[config.mk]
export PLATFORM = sky130hd
export DESIGN_NAME = sync_hunt_rx
export DESIGN_NICKNAME = d
export VERILOG_FILES = /design/src/rtl/sync_rx_pkg.sv /design/src/rtl/sync_rx_shift.sv /design/src/rtl/sync_rx_framer.sv /design/src/rtl/sync_rx_buffer.sv /design/src/rtl/sync_hunt_rx.sv
export SDC_FILE = /design/constraint.sdc
export NUM_CORES = 1
export LEC_CHECK = 0
export ABC_CLOCK_PERIOD_IN_PS = 9300
export BUFFER_PORTS_ARGS = -buffer_cell sky130_fd_sc_hd__buf_2
export CAP_MARGIN = 20
export CORE_MARGIN = 3
export CORE_UTILIZATION = 50
export CTS_CLUSTER_SIZE = 30
export DETAILED_ROUTE_END_ITERATION = 10
export GPL_TIMING_DRIVEN = 0
export PLACE_DENSITY = 0.79
export SLEW_MARGIN = 20
export SYNTH_ARGS = -nofsm -noshare
export SYNTH_HDL_FRONTEND = slang
export SYNTH_HIERARCHICAL = 1
export SYNTH_SLANG_ARGS = --single-unit
[constraint.sdc]
create_clock -name clk -period 9.3 [get_ports clk]
set_input_delay 0.465 -clock clk [delete_from_list [all_inputs] [get_ports clk]]
set_output_delay 0.465 -clock clk [all_outputs]
set_load 0.03 [all_outputs]
[src/rtl/sync_rx_pkg.sv]
package sync_rx_pkg;

  // Framing state of the receiver
  typedef enum logic [1:0] {
    PH_SEARCH = 2'd0,  // hunting bit by bit for the sync character
    PH_SKIP   = 2'd1,  // discarding the parity bit of the sync character
    PH_FRAME  = 2'd2   // counting fixed-length words
  } rx_phase_e;

endpackage

[src/rtl/sync_rx_shift.sv]
module sync_rx_shift #(
  parameter int DATA_W = 8,
  parameter int LEN_W  = $clog2(DATA_W + 1)
) (
  input  logic              clk,
  input  logic              rst,
  input  logic              shift_en,
  input  logic              bit_in,
  input  logic [LEN_W-1:0]  word_len,
  input  logic [DATA_W-1:0] sync_char,
  output logic [DATA_W-1:0] win_cur,
  output logic [DATA_W-1:0] win_next,
  output logic              hit_cur,
  output logic              hit_next
);

  logic [DATA_W-1:0] sr_q;
  logic [DATA_W-1:0] sr_d;
  logic [DATA_W-1:0] len_mask;
  logic [LEN_W-1:0]  drop;

  // New bits enter at the top, so after word_len shifts the first bit sits
  // at DATA_W-word_len; shifting right by that amount right-aligns the word.
  always_comb begin
    sr_d     = {bit_in, sr_q[DATA_W-1:1]};
    drop     = LEN_W'(DATA_W) - word_len;
    len_mask = ~({DATA_W{1'b1}} << word_len);
    win_cur  = (sr_q >> drop) & len_mask;
    win_next = (sr_d >> drop) & len_mask;
    hit_cur  = (win_cur  == (sync_char & len_mask));
    hit_next = (win_next == (sync_char & len_mask));
  end

  always_ff @(posedge clk) begin
    if (rst) begin
      sr_q <= '0;
    end else if (shift_en) begin
      sr_q <= sr_d;
    end
  end

  // the newest bit lands at the top of the window
  assert_lsb_first_R4: assert property (@(posedge clk) disable iff (rst)
    shift_en |=> (sr_q[DATA_W-1] == $past(bit_in)));

endmodule

[src/rtl/sync_rx_framer.sv]
module sync_rx_framer
  import sync_rx_pkg::*;
#(
  parameter int DATA_W = 8,
  parameter int LEN_W  = $clog2(DATA_W + 1)
) (
  input  logic             clk,
  input  logic             rst,
  input  logic             bit_en,
  input  logic             par_en,
  input  logic [LEN_W-1:0] word_len,
  input  logic             hit_next,
  input  logic             ctrl_wr,
  input  logic             ctrl_fs,
  output logic             found,
  output logic             hunt_irq,
  output logic             data_slot,
  output logic             word_done
);

  rx_phase_e       phase_q;
  logic [LEN_W-1:0] cnt_q;
  logic            last_slot;
  logic            fill_ok;

  always_comb begin
    last_slot = par_en ? (cnt_q == word_len) : (cnt_q == word_len - 1'b1);
    fill_ok   = (cnt_q >= word_len - 1'b1);
    data_slot = (phase_q == PH_SEARCH) || ((phase_q == PH_FRAME) && (cnt_q < word_len));
    word_done = bit_en && !ctrl_wr && (phase_q == PH_FRAME) && last_slot;
    found     = (phase_q != PH_SEARCH);
  end

  always_ff @(posedge clk) begin
    if (rst) begin
      phase_q  <= PH_SEARCH;
      cnt_q    <= '0;
      hunt_irq <= 1'b0;
    end else begin
      hunt_irq <= 1'b0;
      if (ctrl_wr) begin
        phase_q <= ctrl_fs ? PH_FRAME : PH_SEARCH;
        cnt_q   <= '0;
      end else if (bit_en) begin
        unique case (phase_q)
          PH_SEARCH: begin
            // In search, cnt_q counts bits since the hunt began (saturating)
            if (hit_next && fill_ok) begin
              phase_q  <= par_en ? PH_SKIP : PH_FRAME;
              cnt_q    <= '0;
              hunt_irq <= 1'b1;
            end else if (!fill_ok) begin
              cnt_q <= cnt_q + 1'b1;
            end
          end
          PH_SKIP: begin
            phase_q <= PH_FRAME;
            cnt_q   <= '0;
          end
          default: begin
            cnt_q <= last_slot ? '0 : cnt_q + 1'b1;
          end
        endcase
      end
    end
  end

  // a software write of zero forces search
  assert_sw_search_R1: assert property (@(posedge clk) disable iff (rst)
    (ctrl_wr && !ctrl_fs) |=> !found);

  // the hunt pulse only accompanies entry to the found state
  assert_irq_with_found_R3: assert property (@(posedge clk) disable iff (rst)
    hunt_irq |-> found);

  // the hunt pulse is a single cycle
  assert_irq_single_R3: assert property (@(posedge clk) disable iff (rst)
    hunt_irq |=> !hunt_irq);

  // no word completes while searching
  assert_no_word_in_search_R1: assert property (@(posedge clk) disable iff (rst)
    !found |-> !word_done);

endmodule

[src/rtl/sync_rx_buffer.sv]
module sync_rx_buffer #(
  parameter int DATA_W = 8
) (
  input  logic              clk,
  input  logic              rst,
  input  logic              load_req,
  input  logic [DATA_W-1:0] word_in,
  input  logic              word_is_sync,
  input  logic              par_en,
  input  logic              par_odd,
  input  logic              par_bit,
  input  logic              strip_en,
  input  logic              stat_rd,
  output logic [DATA_W-1:0] rx_word,
  output logic              buf_full,
  output logic              match_flag,
  output logic              par_err
);

  logic load;
  logic fault;

  always_comb begin
    load  = load_req && !(strip_en && word_is_sync);
    fault = par_en && ((^word_in ^ par_bit) != par_odd);
  end

  always_ff @(posedge clk) begin
    if (rst) begin
      rx_word    <= '0;
      buf_full   <= 1'b0;
      match_flag <= 1'b0;
      par_err    <= 1'b0;
    end else begin
      if (load) begin
        rx_word    <= word_in;
        match_flag <= word_is_sync;
        par_err    <= fault;
        buf_full   <= 1'b1;
      end else if (stat_rd) begin
        buf_full   <= 1'b0;
      end
    end
  end

  // a loaded sync word raises the match flag
  assert_match_tracks_R5: assert property (@(posedge clk) disable iff (rst)
    (load_req && word_is_sync && !strip_en) |=> match_flag);

  // a stripped sync word leaves the buffer untouched
  assert_strip_holds_R6: assert property (@(posedge clk) disable iff (rst)
    (load_req && word_is_sync && strip_en && !stat_rd) |=>
      ($stable(rx_word) && $stable(buf_full) && $stable(match_flag)));

  // a load sets buffer-full even against a status read
  assert_load_sets_full_R8: assert property (@(posedge clk) disable iff (rst)
    (load_req && !(strip_en && word_is_sync)) |=> buf_full);

  // a lone status read clears buffer-full
  assert_read_clears_R8: assert property (@(posedge clk) disable iff (rst)
    (stat_rd && !load_req) |=> !buf_full);

  // no parity error without parity
  assert_no_parity_R9: assert property (@(posedge clk) disable iff (rst)
    (load_req && !par_en && !(strip_en && word_is_sync)) |=> !par_err);

endmodule

[src/rtl/sync_hunt_rx.sv]
module sync_hunt_rx #(
  parameter  int DATA_W = 8,
  localparam int LEN_W  = $clog2(DATA_W + 1)
) (
  input  logic              clk,
  input  logic              rst,
  input  logic              rx_bit_en,
  input  logic              rx_bit,
  input  logic [DATA_W-1:0] sync_char,
  input  logic [LEN_W-1:0]  word_len,
  input  logic              par_en,
  input  logic              par_odd,
  input  logic              strip_en,
  input  logic              ctrl_wr,
  input  logic              ctrl_fs,
  input  logic              stat_rd,
  output logic [DATA_W-1:0] rx_word,
  output logic              buf_full,
  output logic              match_flag,
  output logic              par_err,
  output logic              found,
  output logic              hunt_irq
);

  logic [DATA_W-1:0] win_cur;
  logic [DATA_W-1:0] win_next;
  logic              hit_cur;
  logic              hit_next;
  logic              data_slot;
  logic              word_done;
  logic              shift_en;
  logic [DATA_W-1:0] word_sel;
  logic              word_sync;

  // Parity slots do not shift, so with parity the word is the held window
  always_comb begin
    shift_en  = rx_bit_en && data_slot;
    word_sel  = par_en ? win_cur : win_next;
    word_sync = par_en ? hit_cur : hit_next;
  end

  sync_rx_shift #(.DATA_W(DATA_W), .LEN_W(LEN_W)) shift_i (
    .clk       (clk),
    .rst       (rst),
    .shift_en  (shift_en),
    .bit_in    (rx_bit),
    .word_len  (word_len),
    .sync_char (sync_char),
    .win_cur   (win_cur),
    .win_next  (win_next),
    .hit_cur   (hit_cur),
    .hit_next  (hit_next)
  );

  sync_rx_framer #(.DATA_W(DATA_W), .LEN_W(LEN_W)) framer_i (
    .clk       (clk),
    .rst       (rst),
    .bit_en    (rx_bit_en),
    .par_en    (par_en),
    .word_len  (word_len),
    .hit_next  (hit_next),
    .ctrl_wr   (ctrl_wr),
    .ctrl_fs   (ctrl_fs),
    .found     (found),
    .hunt_irq  (hunt_irq),
    .data_slot (data_slot),
    .word_done (word_done)
  );

  sync_rx_buffer #(.DATA_W(DATA_W)) buffer_i (
    .clk          (clk),
    .rst          (rst),
    .load_req     (word_done),
    .word_in      (word_sel),
    .word_is_sync (word_sync),
    .par_en       (par_en),
    .par_odd      (par_odd),
    .par_bit      (rx_bit),
    .strip_en     (strip_en),
    .stat_rd      (stat_rd),
    .rx_word      (rx_word),
    .buf_full     (buf_full),
    .match_flag   (match_flag),
    .par_err      (par_err)
  );

endmodule

-- Word-level counts from Yosys, hierarchy flattened
Cells that the tools add are included.
- add/subtract/negate cells: 3
- magnitude comparators: 2
- eq/ne operators: 9
- shift-type cells: 3
- mux-type cells: 16
- bitwise logic cells: 7
- reductions and logical operators: 22
- operators with widths (kind ; number):
    $and A8 B8 Y8 ; 3
    $eq A8 B8 Y1 ; 2
    $shr A8 B4 Y8 ; 2
    $mux W4 ; 3
    $mux W2 ; 5
    $logic_and A1 B1 Y1 ; 9
    $eq A4 B4 Y1 ; 2
    $mux W8 ; 1
    $not A8 Y8 ; 1
    $pmux W4 S2 ; 1
    $reduce_xor A8 Y1 ; 1
    $shl A8 B4 Y8 const A ; 1
    $ne A3 B3 Y1 const B ; 2
    $reduce_bool A2 Y1 ; 3
    $mux W1 ; 5
    $add A4 B1 Y4 const B ; 1
    $ge A4 B4 Y1 ; 1
    $lt A4 B4 Y1 ; 1
    $pmux W2 S2 ; 1
    $reduce_or A4 Y1 ; 1
    $sub A4 B1 Y4 const B ; 1
    $sub A4 B4 Y4 const A ; 1
    $reduce_and A3 Y1 ; 1
    $reduce_bool A3 Y1 ; 1
    other kinds (10) ; 12
- register bits after elaboration: 26
- input port bits: 22
- output and inout port bits: 13

-- Logic depth before layout (Yosys ltp)
- depth in word-level cells: 9
- mapped depth: 17
- gate-level depth less buffers: 14

-- By module
The synthesis kept the hierarchy.
- by module, submodules not included (module ; instances ; cells each ; area each (um^2) ; sequential area each (um^2)):
    sync_rx_shift ; 1 ; 173 ; 1376.3 ; 160.2
    sync_rx_framer ; 1 ; 74 ; 674.4 ; 140.1
    sync_rx_buffer ; 1 ; 57 ; 498.0 ; 220.2
    sync_hunt_rx ; 1 ; 11 ; 152.6 ; 0.0

-- Worst setup path after synthesis
Ideal clock, no wire load.
- path type: input port to flip-flop
- from: input word_len[0]
- to: register framer_i.cnt_q[2]
- setup time: 0.122 ns
- arrival time: 3.568 ns
- data required time: 9.178 ns
- slack: 5.610 ns
- cell stages on the path: 16
- path through: buf_6 clkbuf_4 inv_2 ha_1 buf_2 buf_2 mux4_2 o211ai_1 o31ai_4 mux2_1 nand3_1 nor4_1 o22ai_1 a211o_2 a32oi_1 o21ai_1
- cells in the longest elaborated chain, start to end: 7
- elaborated cells between the ends (all ways): 18
- those cells by class: add/sub: 2; order compare: 1; eq/ne: 4; shift: 2; mux: 4; bitwise: 3; reduce/logical: 2
- RTL lines (item ; RTL line ; source):
    start: declaration ; sync_hunt_rx.sv:10 ; input logic [LEN_W-1:0] word_len,
    $sub A4 B4 Y4 / $shl A8 B4 Y8 (equally long branches) ; sync_rx_shift.sv:26, sync_rx_shift.sv:27 ;
    $shr A8 B4 Y8 / $not A8 Y8 (equally long branches) ; sync_rx_shift.sv:29, sync_rx_shift.sv:27 ;
    $and A8 B8 Y8 (*) ; sync_rx_shift.sv:29 ; win_next = (sr_d >> drop) & len_mask;
    via win_next[1] ; sync_hunt_rx.sv:26 ; logic [DATA_W-1:0] win_next;
    $eq A8 B8 Y1 (*) ; sync_rx_shift.sv:31 ; hit_next = (win_next == (sync_char & len_mask));
    via hit_next ; sync_hunt_rx.sv:28 ; logic hit_next;
    $logic_and A1 B1 Y1 (*) ; sync_rx_framer.sv:48 ; if (hit_next && fill_ok) begin
    $mux W4 / $ne A3 B3 Y1 (equally long branches) ; n/a ;
    $pmux W4 S2 / $reduce_and A2 Y1 (equally long branches) ; n/a ;
    end signal: assignment ; sync_rx_framer.sv:53 ; cnt_q <= cnt_q + 1'b1;
    end signal: assignment ; sync_rx_framer.sv:61 ; cnt_q <= last_slot ? '0 : cnt_q + 1'b1;
    end: declaration ; sync_rx_framer.sv:22 ; logic [LEN_W-1:0] cnt_q;
Mark *: on every way through the listed nets, which the timed path passes. The rest lies on a longest branch.
A chain may end at the register's enable or synchronous reset.

-- Worst setup path after layout
Ends and elaborated chain as after synthesis.

==> results.toml <==
[status]
status = "finished clean"

[pwr]
peakVddDrop_mv = 0.05275
cellPowerDensity_mw_per_mm2 = 90.16
p_leak_nw = 1.276

[synth]
synth_nets = 351
ys_ff_latch = 26
synth_flop_cell = "dfxtp_1"
syn_avg_cell_area_sq_um = 8.576
async_flop_share = 0
ys_seq_area_frac = 0.1927
mappedNetlistArea_sq_mm = 0.002701
synthDistinctLibCells = 80
yosys_warnings = 6
synthCells = 315
synth_edf_count = 0

[setup_path]
arrival_ns = 4.43
critPathBufInv = 6
critical-path-max-stage-delay_ns = 0.67
path_cells = "buf_2 -> buf_6 -> clkbuf_4 -> inv_2 -> ha_1 -> ha_1 -> buf_2 -> inv_1 -> o21ai_1 -> a211oi_1 -> xnor2_1 -> nor4_1 -> o22ai_1 -> a211o_2 -> a32oi_1 -> o21ai_1"
critPathCaptureType = "register"
required_ns = 9.47
worst-setup-path-type = "input port to register"
start_kind = "input port"
crit_fanout = 10
crit_slowest_cell = "nor4_1"
crit_family = "compound AO/OA/AOI/OAI gates"

[floorplan]
fp.dieH_microns = 79.50
die-area_sq_mm = 0.006320
io_pins = 35
chipWidth_microns = 79.50
start_util = 0.5223
core.rowCount = 26
core_area_sq_mm = 0.005172

[timing]
fmax_mhz = 234.5
fin_tns_setup_ns = 0
setup_violations = 0
rsz0062_at_grt = "no"
skew_ns = 0.004607
drv_slew = 0
fin_crit_sh = 0.4585
hold_violations = 0
min_period_ns = 4.264
relSlewSlack = 0.4709
worst_slew_pin_slew_ns = 0.7864

[global_route]
overflow = 0
grt_max_degree = 14
grt_pass1_vias = 2293
antenna_found_initial = 0
grt_usage = 0.2133
grt_pass1_wl_microns = 10980

[final_layout]
fin_nets = 390
multiInputGateArea_sq_mm = 0.002021
nFillCells = 490
register_area_sq_um = 520.5
layout_commonest_cell = "buf_2"
antenna_cells = 0
area_growth_pct = 11.07
drive_gt1_frac = 0.2585
layout_common_cells = "buf_2, nand2_1, dfxtp_1"
final_cell_area_sq_mm = 0.003000

[drt]
vias = 2506
via_per_inst = 5.938
drc_errors = 0
drt_iter0_markers = 147
wl_per_cell_microns = 15.48
dr.pass1.iters = 4
ant_nets = 0
routed_wl_microns = 6531

[cts]
clock_latency_ns = 0.27
hold_buffers = 0
cts_setup_buffers = 0
cts_buffers = 3
htreeDepth = 1
cts_sinks = 26
cts.clk_slew.worst_paths_ns = 0.10
clock_path_buffers = 2
clockRootBuffer = "clkbuf_8"
cts_resized = 0
cts_tree = "built"

[placement]
place_congestion = 0.9686
io_buffers = 34
dp_hpwl_microns = 5253
placed_cell_area_sq_mm = 0.002959

[run]
drv_cap = 0

[worst_hold_path]
hp-class = "input port to register"
flip-flops by register name, summed over array words and instances, names as in the netlist:
register	count
framer_i/cnt_q	4
buffer_i/rx_word	8
framer_i/hunt_irq	1
buffer_i/buf_full	1
framer_i/phase_q	2
buffer_i/par_err	1
shift_i/sr_q	8
buffer_i/match_flag	1
kinds of logic (layout without fill, tap and decap cells):
family | Yosys count | count (layout) | share of synthesized area
AOI/OAI and AO/OA | 70 | 70 | 0.2075
xor gates and xnor gates | 15 | 15 | 0.05651
adders and majority gates | 14 | 14 | 0.06485
buffers and inverters | 35 | 72 | 0.05929
DFF | 26 | 26 | 0.1927
muxes | 36 | 36 | 0.1635
and+or+nand+nor | 119 | 119 | 0.2557
where the power goes:
part           leakage, nW  total [mW]  switching (mW)  internal [mW]
clock               0.0216      0.0660          0.0369         0.0291
combinational         1.04      0.0896          0.0519         0.0377
sequential           0.210       0.115         0.00235          0.113
cells in the mapped netlist, drive strengths merged, types with 8 or more instances:
cell | n | area share
nand2 | 31 | 0.043
dfxtp | 26 | 0.19
mux2i | 16 | 0.059
nor2b | 10 | 0.023
o21ai | 12 | 0.022
buf | 11 | 0.025
xnor2 | 9 | 0.032
nor2 | 21 | 0.030
nor3 | 8 | 0.017
a21oi | 16 | 0.031
ha | 14 | 0.065
mux2 | 18 | 0.088
nand3 | 8 | 0.015
inv | 20 | 0.028
per-layer routing:
| metal | GRT usage | part of all wire | vias up |
|---|---|---|---|
| li1 | - | - | 1238 |
| met1 | 0.2832 | 0.45 | 1180 |
| met2 | 0.3548 | 0.47 | 76 |
| met3 | 0.03612 | 0.062 | 12 |
| met4 | 0.05670 | 0.015 | 0 |
| met5 | 0 | 0 | - |
path summary, 6_finish.rpt:
check | to | cells after the start | start | slack, ns
hold / removal | buffer_i/buf_full | 3 | stat_rd | 0.45
setup / recovery | framer_i/cnt_q[2] | 16 | word_len[0] | 5.04
setup reg to reg | framer_i/cnt_q[2] | 10 | shift_i/sr_q[6] | 6.14
hold reg to reg | buffer_i/rx_word[2] | 2 | buffer_i/rx_word[2] | 0.46
through the flow:
stage | power [mW] | setup slack [ns] | hold slack, ns | cells | util
finish | 0.2705 | 5.036 | 0.4487 | 422 | 0.5801
global placement | 0.2042 | 4.908 | 0.4406 | 419 | 0.5721
CTS | 0.2719 | 5.131 | 0.4438 | 422 | 0.5801
floorplan | 0.1827 | 5.610 | 0.4596 | 315 | -
global route | 0.2864 | 4.812 | 0.4606 | 422 | 0.5801
detailed placement | 0.2057 | 4.826 | 0.4481 | 419 | 0.5721
worst reg2reg max path, stage by stage (launching register included):
cell	delay (ns)
dfxtp_1	0.38
mux2i_1	0.47
a22oi_1	0.19
and3_1	0.25
mux2i_1	0.15
nand4_1	0.12
nor4_1	0.61
o22ai_1	0.27
a211o_2	0.37
a32oi_1	0.16
o21ai_1	0.08
cell type report:
type / count / share of cell area
multi-input combinational: 254 / 0.6735
sequential: 26 / 0.1735
timing repair buffer: 34 / 0.05671
tap: 70 / 0.02919
buffer: 15 / 0.02836
inverter: 20 / 0.02502
clock buffer: 3 / 0.01376
Note: power is estimated with default switching activity, not from simulation.
